==> config.mk <==
export PLATFORM = sky130hd
export DESIGN_NAME = eeprom_ackpoll_writer
export DESIGN_NICKNAME = d
export VERILOG_FILES = /design/src/rtl/eepw_pkg.sv /design/src/rtl/eepw_qtick.sv /design/src/rtl/eepw_fifo.sv /design/src/rtl/eeprom_ackpoll_writer.sv
export SDC_FILE = /design/constraint.sdc
export NUM_CORES = 1
export LEC_CHECK = 0
export BUFFER_PORTS_ARGS = -buffer_cell sky130_fd_sc_hd__buf_2
export CAP_MARGIN = 20
export CORE_ASPECT_RATIO = 1.1
export CORE_MARGIN = 2
export CORE_UTILIZATION = 43
export DETAILED_ROUTE_END_ITERATION = 8
export HOLD_SLACK_MARGIN = 0.03
export PLACE_DENSITY = 0.63
export SETUP_SLACK_MARGIN = 0.2
export SYNTH_ARGS = -nofsm -noshare
export SYNTH_HDL_FRONTEND = slang
export SYNTH_HIERARCHICAL = 1
export SYNTH_SLANG_ARGS = --single-unit
==> constraint.sdc <==
create_clock -name clk -period 9.44 [get_ports clk]
set_clock_uncertainty 0.05 [all_clocks]
set_input_delay 0.472 -clock clk [delete_from_list [all_inputs] [get_ports clk]]
set_output_delay 0.472 -clock clk [all_outputs]
set_load 0.02 [all_outputs]
==> src/rtl/eepw_pkg.sv <==
package eepw_pkg;
  typedef enum logic [1:0] {
    WR_OK      = 2'd0,
    WR_NACK    = 2'd1,
    WR_BADLEN  = 2'd2,
    WR_TIMEOUT = 2'd3
  } wr_status_e;

  typedef enum logic [2:0] {
    ST_IDLE, ST_START, ST_BIT, ST_STOP, ST_FETCH, ST_FIN
  } eng_state_e;

  typedef enum logic [1:0] {
    PH_CTRL, PH_ADDR, PH_DATA, PH_POLL
  } frame_phase_e;
endpackage

==> src/rtl/eepw_qtick.sv <==
module eepw_qtick #(
  parameter int unsigned QTR_CYC = 125
) (
  input  logic clk,
  input  logic rst,
  input  logic run,
  output logic tick
);
  localparam int unsigned CW = (QTR_CYC > 1) ? $clog2(QTR_CYC) : 1;
  logic [CW-1:0] cnt;

  always_ff @(posedge clk) begin
    if (rst || !run) begin
      cnt  <= '0;
      tick <= 1'b0;
    end else if (cnt == CW'(QTR_CYC - 1)) begin
      cnt  <= '0;
      tick <= 1'b1;
    end else begin
      cnt  <= cnt + 1'b1;
      tick <= 1'b0;
    end
  end

  generate
    if (QTR_CYC > 1) begin : g_chk
      // quarter phases are spaced by the divider: never two ticks back to back
      p_tick_spacing_r6: assert property (@(posedge clk) disable iff (rst) tick |=> !tick);
    end
  endgenerate
endmodule

==> src/rtl/eepw_fifo.sv <==
module eepw_fifo #(
  parameter int unsigned DEPTH = 16,
  parameter int unsigned W     = 8
) (
  input  logic         clk,
  input  logic         rst,
  input  logic         flush,
  input  logic         push,
  input  logic [W-1:0] din,
  output logic         full,
  input  logic         pop,
  output logic [W-1:0] dout,
  output logic         empty
);
  localparam int unsigned AW = (DEPTH > 1) ? $clog2(DEPTH) : 1;

  logic [W-1:0] mem [DEPTH];
  logic [AW-1:0] wp, rp;
  logic [AW:0]   cnt;
  logic          push_ok, pop_ok;

  assign full    = (cnt == (AW+1)'(DEPTH));
  assign empty   = (cnt == '0);
  assign push_ok = push && !full;
  assign pop_ok  = pop && !empty;
  assign dout    = mem[rp];

  always_ff @(posedge clk) begin
    if (push_ok) mem[wp] <= din;
  end

  always_ff @(posedge clk) begin
    if (rst || flush) begin
      wp  <= '0;
      rp  <= '0;
      cnt <= '0;
    end else begin
      if (push_ok) wp <= (wp == AW'(DEPTH - 1)) ? '0 : wp + 1'b1;
      if (pop_ok)  rp <= (rp == AW'(DEPTH - 1)) ? '0 : rp + 1'b1;
      cnt <= cnt + (AW+1)'(push_ok) - (AW+1)'(pop_ok);
    end
  end

  // the sequencer only fetches a byte that is present
  p_pop_nonempty_r12: assert property (@(posedge clk) disable iff (rst) pop |-> !empty);
endmodule

==> src/rtl/eeprom_ackpoll_writer.sv <==
module eeprom_ackpoll_writer
  import eepw_pkg::*;
#(
  parameter int unsigned QTR_CYC    = 125,
  parameter int unsigned PAGE_BYTES = 16,
  parameter int unsigned ADDR_BYTES = 2,
  parameter int unsigned MAX_POLLS  = 200,
  localparam int unsigned LEN_W     = $clog2(PAGE_BYTES + 1),
  localparam int unsigned WADDR_W   = 8 * ADDR_BYTES,
  localparam int unsigned POLL_W    = $clog2(MAX_POLLS + 1)
) (
  input  logic               clk,
  input  logic               rst,
  input  logic               cmd_valid,
  output logic               cmd_ready,
  input  logic [6:0]         cmd_dev,
  input  logic [WADDR_W-1:0] cmd_waddr,
  input  logic [LEN_W-1:0]   cmd_len,
  input  logic               wd_valid,
  output logic               wd_ready,
  input  logic [7:0]         wd_data,
  output logic               scl_o,
  output logic               sda_oe,
  input  logic               sda_i,
  output logic               busy,
  output logic               done,
  output logic               err,
  output logic [1:0]         err_code,
  output logic [POLL_W-1:0]  poll_cnt
);
  localparam int unsigned IDX_W = (ADDR_BYTES > 1) ? $clog2(ADDR_BYTES) : 1;

  eng_state_e        st;
  frame_phase_e      ph;
  wr_status_e        code_q;
  logic [1:0]        q;
  logic [3:0]        bitn;
  logic [7:0]        shreg;
  logic [6:0]        dev_q;
  logic [WADDR_W-1:0] wsh;
  logic [LEN_W-1:0]  left_q;
  logic [IDX_W-1:0]  aidx;
  logic              nack_q, then_poll;
  logic              scl_q, oe_q, busy_q, done_q, err_q;
  logic [POLL_W-1:0] polls_q;

  logic tick, tick_run;
  logic q_full, q_empty, q_pop, q_flush;
  logic [7:0] q_dout;

  assign tick_run = (st == ST_START) || (st == ST_BIT) || (st == ST_STOP);
  assign q_pop    = (st == ST_FETCH) && !q_empty;
  assign q_flush  = (st == ST_FIN) && (code_q != WR_OK);

  eepw_qtick #(.QTR_CYC(QTR_CYC)) u_tick (
    .clk(clk), .rst(rst), .run(tick_run), .tick(tick)
  );

  eepw_fifo #(.DEPTH(PAGE_BYTES), .W(8)) u_fifo (
    .clk(clk), .rst(rst), .flush(q_flush),
    .push(wd_valid && !q_full), .din(wd_data), .full(q_full),
    .pop(q_pop), .dout(q_dout), .empty(q_empty)
  );

  // sequencer: frame phases, bit counting, acknowledge decisions
  always_ff @(posedge clk) begin
    if (rst) begin
      st        <= ST_IDLE;
      ph        <= PH_CTRL;
      code_q    <= WR_OK;
      q         <= '0;
      bitn      <= '0;
      shreg     <= '0;
      dev_q     <= '0;
      wsh       <= '0;
      left_q    <= '0;
      aidx      <= '0;
      nack_q    <= 1'b0;
      then_poll <= 1'b0;
      busy_q    <= 1'b0;
      done_q    <= 1'b0;
      err_q     <= 1'b0;
      polls_q   <= '0;
    end else begin
      done_q <= 1'b0;
      case (st)
        ST_IDLE: if (cmd_valid) begin
          busy_q  <= 1'b1;
          err_q   <= 1'b0;
          polls_q <= '0;
          dev_q   <= cmd_dev;
          wsh     <= cmd_waddr;
          left_q  <= cmd_len;
          if (cmd_len == '0 || cmd_len > LEN_W'(PAGE_BYTES)) begin
            code_q <= WR_BADLEN;
            st     <= ST_FIN;
          end else begin
            code_q <= WR_OK;
            ph     <= PH_CTRL;
            shreg  <= {cmd_dev, 1'b0};
            bitn   <= '0;
            q      <= '0;
            st     <= ST_START;
          end
        end
        ST_START: if (tick) begin
          q <= q + 1'b1;
          if (q == 2'd3) st <= ST_BIT;
        end
        ST_BIT: if (tick) begin
          q <= q + 1'b1;
          if (q == 2'd2 && bitn == 4'd8) nack_q <= sda_i;
          if (q == 2'd3) begin
            if (bitn != 4'd8) begin
              shreg <= {shreg[6:0], 1'b0};
              bitn  <= bitn + 1'b1;
            end else begin
              bitn <= '0;
              case (ph)
                PH_CTRL: if (nack_q) begin
                  code_q <= WR_NACK; then_poll <= 1'b0; st <= ST_STOP;
                end else begin
                  ph    <= PH_ADDR;
                  aidx  <= IDX_W'(ADDR_BYTES - 1);
                  shreg <= wsh[WADDR_W-1 -: 8];
                  wsh   <= wsh << 8;
                end
                PH_ADDR: if (nack_q) begin
                  code_q <= WR_NACK; then_poll <= 1'b0; st <= ST_STOP;
                end else if (aidx != '0) begin
                  aidx  <= aidx - 1'b1;
                  shreg <= wsh[WADDR_W-1 -: 8];
                  wsh   <= wsh << 8;
                end else begin
                  ph <= PH_DATA;
                  st <= ST_FETCH;
                end
                PH_DATA: if (nack_q) begin
                  code_q <= WR_NACK; then_poll <= 1'b0; st <= ST_STOP;
                end else begin
                  left_q <= left_q - 1'b1;
                  if (left_q == LEN_W'(1)) begin
                    then_poll <= 1'b1;
                    st        <= ST_STOP;
                  end else begin
                    st <= ST_FETCH;
                  end
                end
                default: begin
                  polls_q <= polls_q + 1'b1;
                  st      <= ST_STOP;
                  if (!nack_q) begin
                    then_poll <= 1'b0;
                  end else if ((polls_q + 1'b1) == POLL_W'(MAX_POLLS)) begin
                    code_q    <= WR_TIMEOUT;
                    then_poll <= 1'b0;
                  end else begin
                    then_poll <= 1'b1;
                  end
                end
              endcase
            end
          end
        end
        ST_FETCH: if (!q_empty) begin
          shreg <= q_dout;
          bitn  <= '0;
          q     <= '0;
          st    <= ST_BIT;
        end
        ST_STOP: if (tick) begin
          q <= q + 1'b1;
          if (q == 2'd3) begin
            if (then_poll) begin
              ph    <= PH_POLL;
              shreg <= {dev_q, 1'b0};
              bitn  <= '0;
              st    <= ST_START;
            end else begin
              st <= ST_FIN;
            end
          end
        end
        default: begin
          done_q <= 1'b1;
          busy_q <= 1'b0;
          err_q  <= (code_q != WR_OK);
          st     <= ST_IDLE;
        end
      endcase
    end
  end

  // registered bus pins from the quarter phase of the current symbol
  always_ff @(posedge clk) begin
    if (rst) begin
      scl_q <= 1'b1;
      oe_q  <= 1'b0;
    end else begin
      case (st)
        ST_START: begin scl_q <= (q != 2'd3); oe_q <= (q != 2'd0); end
        ST_BIT:   begin scl_q <= (q == 2'd1 || q == 2'd2); oe_q <= (bitn != 4'd8) && !shreg[7]; end
        ST_STOP:  begin scl_q <= (q != 2'd0); oe_q <= (q < 2'd2); end
        ST_FETCH: scl_q <= 1'b0;
        default:  begin scl_q <= 1'b1; oe_q <= 1'b0; end
      endcase
    end
  end

  assign cmd_ready = (st == ST_IDLE);
  assign wd_ready  = !q_full;
  assign scl_o     = scl_q;
  assign sda_oe    = oe_q;
  assign busy      = busy_q;
  assign done      = done_q;
  assign err       = err_q;
  assign err_code  = code_q;
  assign poll_cnt  = polls_q;

  // data line holds still while the clock is high inside a bit
  p_sda_stable_r3: assert property (@(posedge clk) disable iff (rst)
    (st == ST_BIT && scl_q && $past(scl_q)) |-> $stable(oe_q));
  // completion leaves the busy window
  p_done_ends_busy_r10: assert property (@(posedge clk) disable iff (rst)
    done |-> (!busy && $past(busy)));
  // completion is a single-cycle pulse
  p_done_pulse_r11: assert property (@(posedge clk) disable iff (rst) done |=> !done);
  // a refused count finishes two edges after acceptance
  p_badlen_r8: assert property (@(posedge clk) disable iff (rst)
    (cmd_valid && cmd_ready && (cmd_len == '0 || cmd_len > LEN_W'(PAGE_BYTES)))
      |=> ##1 (done && err_code == 2'd2));
  // the poll counter never passes its ceiling
  p_poll_bound_r9: assert property (@(posedge clk) disable iff (rst)
    poll_cnt <= POLL_W'(MAX_POLLS));
endmodule

Yosys cells after proc, flatten, opt, wreduce, memory -nomap -nowiden. Memory sizes are Yosys's and may differ from the RTL's. A register that Yosys moved wholly into a read port is not among the register bits. Index checks and enable logic that the tools add are counted.

Magnitude comparators: 2. $add $sub $neg: 10. Reductions and logical operators: 48. Mux-type cells: 114. Bitwise logic cells: 2. Equal/unequal tests: 51.

Operators with widths (number): $mux W8 (17); $mux W16 (7); $pmux W16 S2 (2); $mux W4 (13); $mux W3 (16); $mux W2 (22); $pmux W8 S2 (2); $pmux W8 S4 (1); $mux W5 (6); $reduce_and A13 Y1 (2); $ne A2 B2 Y1 const B (11); $reduce_and A7 Y1 (3); $ne A4 B4 Y1 const B (5); $ne A2 B1 Y1 const B (9); $ne A3 B3 Y1 const B (6); $reduce_and A9 Y1 (2); $pmux W4 S4 (1); $pmux W3 S5 (1); $mux W1 (14); $add A4 B1 Y4 const B (3); $eq A4 B4 Y1 const B (3); $pmux W2 S3 (2); $reduce_and A6 Y1 (2); $reduce_and A11 Y1 (1); other kinds (43) (76).

Bits of input ports: 41. Memory bits (writable): 128. Memories: 1. Logic and storage cells: 251. Bits in registers: 86.

Memory list: u_fifo.mem (words 16, width 8, read ports 1, clocked after Yosys merged registers in 1, write ports 1, RTL line eepw_fifo.sv:17) `logic [W-1:0] mem [DEPTH];`.

Depth between registers and ports, before layout. Gate-level depths: netlist (run 1).

Depth in word-level cells: 9. Depth in mapped cells: 16. Depth with buffers taken out: 16.

Hierarchy. Netlist (run 1), hierarchy kept.

Modules (own cells, without submodules): eepw_fifo (area an instance 5721.7 um^2, times used 1, cells an instance 314, sequential area each 4184.0 um^2); eeprom_ackpoll_writer (area an instance 3808.7 um^2, times used 1, cells an instance 499, sequential area each 1301.2 um^2); eepw_qtick (area an instance 337.8 um^2, times used 1, cells an instance 38, sequential area each 160.2 um^2).

Least setup slack after synthesis (run 1). Ideal clock, no wire load.

Path type: reg-to-reg. From: register u_fifo.cnt[3]. To: register u_fifo.cnt[4]. Path buffers: 0. Stages on the path, launching flop included: 17. Period minus slack after synthesis: 3.151 ns. Path slack: 6.289 ns. Library setup time: 0.070 ns. Arrival time: 3.031 ns. Cell sequence: dfxtp_1 -> inv_1 -> ha_1 -> or4b_1 -> inv_1 -> or3_1 -> inv_1 -> nand2_1 -> inv_1 -> ha_1 -> inv_1 -> ha_1 -> fa_1 -> a21oi_1 -> nor2_1 -> or3_1 -> a21oi_1.

Elaborated cells between the ends (all ways): 10. Classes of those cells: 2 x add/sub; 1 x eq/ne; 7 x reduce/logical.

RTL lines: start, declared (RTL line eepw_fifo.sv:19) `logic [AW:0] cnt;`; start signal, assigned (RTL line eepw_fifo.sv:40) `cnt <= cnt + (AW+1)'(push_ok) - (AW+1)'(pop_ok);`; $logic_not A5 Y1 (RTL line eepw_fifo.sv:23) `assign empty = (cnt == '0);`; net q_empty (RTL line eeprom_ackpoll_writer.sv:48) `logic q_full, q_empty, q_pop, q_flush;`; $logic_not A1 Y1 (RTL line eeprom_ackpoll_writer.sv:52) `assign q_pop = (st == ST_FETCH) && !q_empty;`; $logic_and A1 B1 Y1 (RTL line eeprom_ackpoll_writer.sv:52); net q_pop (RTL line eeprom_ackpoll_writer.sv:48); $logic_and A1 B1 Y1 (RTL line eepw_fifo.sv:25) `assign pop_ok = pop && !empty;`; $sub A5 B1 Y5 (RTL line eepw_fifo.sv:40).

The timed path passes the listed nets, and every way through them passes these cells. A chain may end at the register's enable or synchronous reset.

Final worst setup path (run 1).
From: register st[2]. To: register u_fifo.cnt[4].

Word-level cells in the longest chain between the ends: 4. Elaborated cells between the ends (all ways): 7. Classes of those cells: 1 x add/sub; 2 x eq/ne; 4 x reduce/logical.

RTL lines: start, declared (RTL line eeprom_ackpoll_writer.sv:33) `eng_state_e st;`; start signal, assigned (RTL line eeprom_ackpoll_writer.sv:68) `st <= ST_IDLE;`; start signal, assigned (RTL line eeprom_ackpoll_writer.sv:96) `st <= ST_FIN;`; start signal, assigned (RTL line eeprom_ackpoll_writer.sv:103) `st <= ST_START;`; $eq A3 B3 Y1 (RTL line eeprom_ackpoll_writer.sv:52); $logic_and A1 B1 Y1 (RTL line eeprom_ackpoll_writer.sv:52); net q_pop (RTL line eeprom_ackpoll_writer.sv:48); $logic_and A1 B1 Y1 (RTL line eepw_fifo.sv:25); $sub A5 B1 Y5 (RTL line eepw_fifo.sv:40).

The timed path passes the listed nets, and every way through them passes these cells.

==> reports/results.ini, run 1 <==
[status]
status = complete, no violations

[sta]
slew_headroom_pct = 32.79
fin_ws_ns = 5.801
finalCritPeriodShare_pct = 38.55
finalHoldViolCount = 0
fin_crit_ns = 3.639
tightest_slew_ns = 1.007
fin_tns_setup_ns = 0
setup_viol = 0
max_freq_ghz = 0.2748
whs_ns = 0.1685
rsz0062_at_grt = false
slew_viol_final = 0

[critical_path]
startpoint = st[2]
worstPathArrival_ns = 4.04
end_kind = flip-flop
crit_fanout = 31
startpoint_type = flip-flop
required_ns = 9.84
timing.rr.start = st[2]
crit_type = flip-flop to flip-flop

[clock_network]
post-cts-setup-buffers = 0
clkSinkCount = 218
cts_max_level = 1
cts_resized = 0
root_buffer = clkbuf_16
clockBufferDepth = 3
cts_hold_buffers = 0
cts_tree = done
cts_buffers = 24
clk_pin_slew_worst_paths_ns = 0.06
clk_latency_ns = 0.52

[final_layout]
final_common_cell = edfxtp_1
drive_gt1_share_pct = 15.95
area_delta_synth_final_pct = 13.39
diodes = 0
fin_cells = 1209
fin_nets = 961
layout_common_cells = 128 x edfxtp_1, 89 x dfxtp_1, 80 x nand2_1
fillCellCount = 2012

[route]
num_vias = 6777
ant_nets = 0
drt_wl_total_um = 21950
post_drt_wl_per_cell_um = 18.15
viasPerCell = 5.605
drtIter0Drc = 481
drc = 0
drt_pre_antenna_iters = 5

[min_path]
min_path_type = primary input to flip-flop
hold_start = cmd_waddr[5]

[grt]
antenna_found_initial = 0
grt.overflow.total = 0
grt_first_pass_wirelength_um = 34670
grt.total_usage_pct = 18.05
grt_max_degree = 68
grt_pass1_vias = 6488

[synth]
syn_avg_cell_area_sq_um = 11.60
yosysUniqueCellTypes = 68
netlist_instances = 851
async_reset_ff_share_pct = 0
yosysSeqAreaShare_pct = 57.21
netlist_area_sq_um = 9868
syn_nets = 919
synth-seq-cells = 218
synth_flop_cell = edfxtp_1
yosysWarnings = 6
synth_edf_count = 128

[placed_design]
placedCellCount = 1167
dp_hpwl_um = 14700
place_congestion = 0.8193
pre_cts_slack_ns = 5.845
numPortBuffers = 57

[floorplanning]
core-area_sq_um = 22710
die_height_um = 162.9
dieWidth_um = 148.4
num_rows = 58
io_pins = 58
initial_utilization_pct = 43.44
die_area_sq_um = 24180

[pwr]
ir_worst_vdd_mv = 0.1590
powerDensity_nw_per_um2 = 251.8
power_w = 0.002817
leakage_nw = 3.876

[run]
maxCapViolations = 0

[Yosys cell counts, drive strengths merged, types with 9 or more instances]
master	count	area (sq um)
a22oi	18	135.1
nor3	11	55.05
dfxtp	90	1802
o21ai	29	148.9
ha	26	325.3
nand3	32	160.2
mux2i	11	113.9
edfxtp	128	3844
nand2	80	300.3
mux4	32	720.7
nor2	66	247.7
a221oi	17	148.9
clkbuf	29	108.9
inv	40	150.1
nand2b	16	107.6
a21oi	75	375.4
nor4	9	56.30
buf	21	108.9
[metrics by stage]
step,util (%),area [sq um]
floorplan,-,9868
detailed placement,45.75,10390
global placement,45.75,10390
CTS,49.26,11190
finish,49.26,11190
global route,49.26,11190
[per-layer routing]
metal  global-route usage [%]  up-vias  part of all wire (%)
met5                        0        -                     0
met4                    4.719        0                   2.1
met3                    2.745       32                   4.9
met2                    30.58      170                    48
met1                    24.39     3309                    45
li1                         -     3266                     -
[flip-flops by register name (all words and copies together) (netlist names), 2 cells and up, named ones only]
| register | count |
|---|---|
| u_fifo/mem | 128 |
| wsh | 16 |
| poll_cnt | 8 |
| shreg | 8 |
| dev_q | 7 |
| u_tick/cnt | 7 |
| left_q | 5 |
| u_fifo/cnt | 5 |
| bitn | 4 |
| u_fifo/rp | 4 |
| u_fifo/wp | 4 |
| st | 3 |
| err_code | 2 |
| ph | 2 |
| q | 2 |
[cells by family after synthesis]
logic type / Yosys count / synth area share (%)
buffers and inverters: 90 / 3.728
multiplexers: 43 / 8.457
flip-flops: 218 / 57.21
AO/OA/AOI/OAI: 188 / 12.25
AND/OR/NAND/NOR: 272 / 13.71
adder cells (fa/ha/maj): 27 / 3.499
XOR/XNOR: 13 / 1.154
[critical path: stages (launching register included)]
cell     delay (ns)
dfxtp_1        0.98
inv_1          0.26
or3_1          0.45
inv_1          0.12
nand2_1        0.12
inv_1          0.08
ha_1           0.12
inv_1          0.04
ha_1           0.22
fa_1           0.43
a21oi_1        0.16
nor2_1         0.06
or3_1          0.34
a21oi_1        0.15
[where the power goes]
part | leakage [nW] | switching (W) | total [W] | internal (W)
logic | 1.60 | 0.000428 | 0.000690 | 0.000262
registers | 1.89 | 0.0000833 | 0.00119 | 0.00111
clock network | 0.385 | 0.000369 | 0.000935 | 0.000566
[worst paths after layout]
kind	endpoint	slack [ns]	depth (start not counted)
hold / removal	wsh[5]	0.17	3
setup / recovery	u_fifo/cnt[4]	5.80	13
hold reg to reg	wsh[2]	0.40	2
setup reg to reg	u_fifo/cnt[4]	5.80	13
[final cells by class]
type / instances / area (sq um) / area share (%)
Inverter: 40 / 150.1 / 1.342
Timing Repair Buffer: 66 / 352.8 / 3.153
Clock buffer: 31 / 646.9 / 5.781
Clock inverter: 11 / 151.4 / 1.353
Multi-Input combinational cell: 543 / 3866 / 34.55
Sequential cell: 218 / 5647 / 50.46
Tap cell: 300 / 375.4 / 3.355
Power figures use the tool's default switching activity.
==> inputs of run 2 (changes only) <==
==> constraint.sdc (replaced) <==
create_clock -name clk -period 3.61 [get_ports clk]
set_clock_uncertainty 0.05 [all_clocks]
set_input_delay 0.1805 -clock clk [delete_from_list [all_inputs] [get_ports clk]]
set_output_delay 0.1805 -clock clk [all_outputs]
set_load 0.02 [all_outputs]
==> run 2 against run 1 <==
- power increased to 2.6 times the previous value
- highest routed layer unchanged
- critical path depth grew 3
- largest power group unchanged
- sequential share of layout area decreased by 1.7 points
- critical endpoint unchanged
==> reports/results.ini, run 2 (synthesis results as in run 1) <==
[floorplanning]
core-area_sq_um = 22710  ; unchanged
dieWidth_um = 148.4  ; unchanged
die_height_um = 162.9  ; unchanged
die_area_sq_um = 24180  ; unchanged
io_pins = 58  ; unchanged
initial_utilization_pct = 43.44  ; unchanged
num_rows = 58  ; unchanged

[run]
maxCapViolations = 0  ; unchanged

[sta]
tightest_slew_ns = 0.8759  ; was 1.007 ns
finalHoldViolCount = 0  ; unchanged
fin_tns_setup_ns = 0  ; unchanged
fin_ws_ns = 0.4001  ; was 5.801 ns
rsz0062_at_grt = false  ; unchanged
setup_viol = 0  ; unchanged
finalCritPeriodShare_pct = 88.92  ; was 38.55%
slew_viol_final = 0  ; unchanged
whs_ns = 0.07711  ; was 0.1685 ns
max_freq_ghz = 0.3115  ; was 0.2748 GHz
slew_headroom_pct = 41.49  ; was 32.79%
fin_crit_ns = 3.210  ; was 3.639 ns

[grt]
grt_first_pass_wirelength_um = 35610  ; was 34,670 um
grt.overflow.total = 0  ; unchanged
antenna_found_initial = 0  ; unchanged
grt_pass1_vias = 6703  ; was 6,488
grt_max_degree = 38  ; was 68
grt.total_usage_pct = 18.44  ; was 18.05%

[clock_network]
cts_max_level = 1  ; unchanged
clockBufferDepth = 3  ; unchanged
cts_buffers = 24  ; unchanged
clk_pin_slew_worst_paths_ns = 0.06  ; about the same
root_buffer = clkbuf_16  ; unchanged
clk_latency_ns = 0.51  ; was 0.52 ns
cts_tree = done  ; unchanged
clkSinkCount = 218  ; unchanged

[critical_path]
path_common_cell = inv_1  ; unchanged
startpoint_type = flip-flop  ; unchanged
reg2reg_depth = 16  ; was 13
path_cells = inv_1 -> ha_2 -> or4b_4 -> inv_2 -> or3_1 -> inv_1 -> nand2_2 -> inv_1 -> ha_1 -> inv_1 -> ha_1 -> fa_2 -> a21oi_2 -> nor2_1 -> or3_1 -> a21oi_1  ; was inv_1 -> or3_1 -> inv_1 -> nand2_1 -> inv_1 -> ha_1 -> inv_1 -> ha_1 -> fa_1 -> a21oi_1 -> nor2_1 -> or3_1 -> a21oi_1
crit_slowest_cell = or4b_4  ; was dfxtp_1
worstPathArrival_ns = 3.60  ; was 4.04 ns
end_kind = flip-flop  ; unchanged
crit_type = flip-flop to flip-flop  ; unchanged
slowest_delay_ns = 0.49  ; was 0.98 ns
crit_fanout = 5  ; was 31
required_ns = 4.00  ; was 9.84 ns

[placed_design]
numPortBuffers = 57  ; unchanged
placedCellCount = 1171  ; was 1,167
dp_hpwl_um = 14730  ; was 14,700 um
pre_cts_slack_ns = 0.1867  ; was 5.845 ns
place_congestion = 0.8175  ; was 0.8193

[route]
drt_wl_total_um = 22290  ; was 21,950 um
drtIter0Drc = 405  ; was 481
top_layer_used = met4  ; unchanged
post_drt_wl_per_cell_um = 17.82  ; was 18.15 um
num_vias = 6898  ; was 6,777
ant_nets = 0  ; unchanged
wl_met2_um = 10970  ; was 10,620 um
route.met3.wl_um = 1078  ; was 1083 um
drt-met1-wl_um = 9820  ; was 9785 um
viasPerCell = 5.514  ; was 5.605
drt_pre_antenna_iters = 5  ; unchanged
drc = 0  ; unchanged

[final_layout]
fillCellCount = 1943  ; was 2,012
area_delta_synth_final_pct = 17.46  ; was 13.39%
final_common_cell = edfxtp_1  ; unchanged
largest-register = u_fifo/mem  ; unchanged
register_area_sq_um = 5647  ; unchanged
largest_reg_flops = 128  ; unchanged
diodes = 0  ; unchanged
drive_gt1_share_pct = 16.51  ; was 15.95%
multi_input_area_sq_um = 3875  ; was 3866 sq um
layout_common_cells = 128 x edfxtp_1, 89 x dfxtp_1, 79 x nand2_1  ; was 128 x edfxtp_1, 89 x dfxtp_1, 80 x nand2_1
reg.largest.list = u_fifo/mem x128, wsh x16  ; unchanged
fin_nets = 1001  ; was 961
fin_cells = 1251  ; was 1,209

[pwr]
power_w = 0.007438  ; was 0.002817 W
ir_worst_vdd_mv = 0.3041  ; was 0.1590 mV
leakage_nw = 4.046  ; was 3.876 nW
powerDensity_nw_per_um2 = 641.7  ; was 251.8 nW/um^2

[min_path]
hold_depth = 4  ; was 3
min_path_type = primary input to flip-flop  ; unchanged

[status]
status = complete, no violations  ; unchanged

[run 2: metrics by stage]
| stage | cell area (sq um) | utilization [%] |
|---|---|---|
| finish | 11590 | 51.03 |
| global route | 11590 | 51.03 |
| CTS | 11570 | 50.95 |
| detailed placement | 10430 | 45.91 |
| global placement | 10430 | 45.91 |
| floorplan | 9868 | - |
[run 2: final timing paths]
path	startpoint	endpoint	slack [ns]
max	u_fifo/cnt[2]	u_fifo/cnt[4]	0.40
min	cmd_len[3]	left_q[3]	0.08
max reg2reg	u_fifo/cnt[2]	u_fifo/cnt[4]	0.40
min reg2reg	wsh[6]	wsh[6]	0.40
[run 2: repair_timing]
item | 4_1_cts | 5_1_grt
hold endpoints to repair | 134 | 0
gates resized for setup | 1 | 5
hold buffers | 35 | 0
setup buffers | 0 | 1
endpoints found under the setup margin | 1 | 1
pin swaps | 0 | 1
[run 2: final cells by class]
cell class / instances / share of cell area (%)
Clock inverter: 13 / 1.328
Timing Repair Buffer: 106 / 6.498
Sequential cell: 218 / 48.72
Multi-Input combinational cell: 543 / 33.43
Tap cell: 300 / 3.238
Inverter: 40 / 1.295
Clock buffer: 31 / 5.494
[run 2: report_power, final]
group	switching [W]	total, W	internal (W)
combinational	0.00121	0.00196	0.000755
clock	0.000964	0.00243	0.00146
sequential	0.000149	0.00305	0.00290
total	0.00232	0.00744	0.00512
[run 2: critical path: cells and delay by family (launching register included)]
family | cells | cell delay, ns
AO/OA/AOI/OAI | 2 | 0.29
buffers and inverters | 5 | 0.35
AND/OR/NAND/NOR | 5 | 1.12
adder cells (fa/ha/maj) | 4 | 1.04
flip-flops | 1 | 0.31
[run 2: layer usage]
| metal | track usage [%] | vias to the layer above |
|---|---|---|
| li1 | - | 3351 |
| met1 | 24.44 | 3351 |
| met2 | 31.76 | 164 |
| met3 | 2.717 | 32 |
| met4 | 4.978 | 0 |
| met5 | 0 | - |
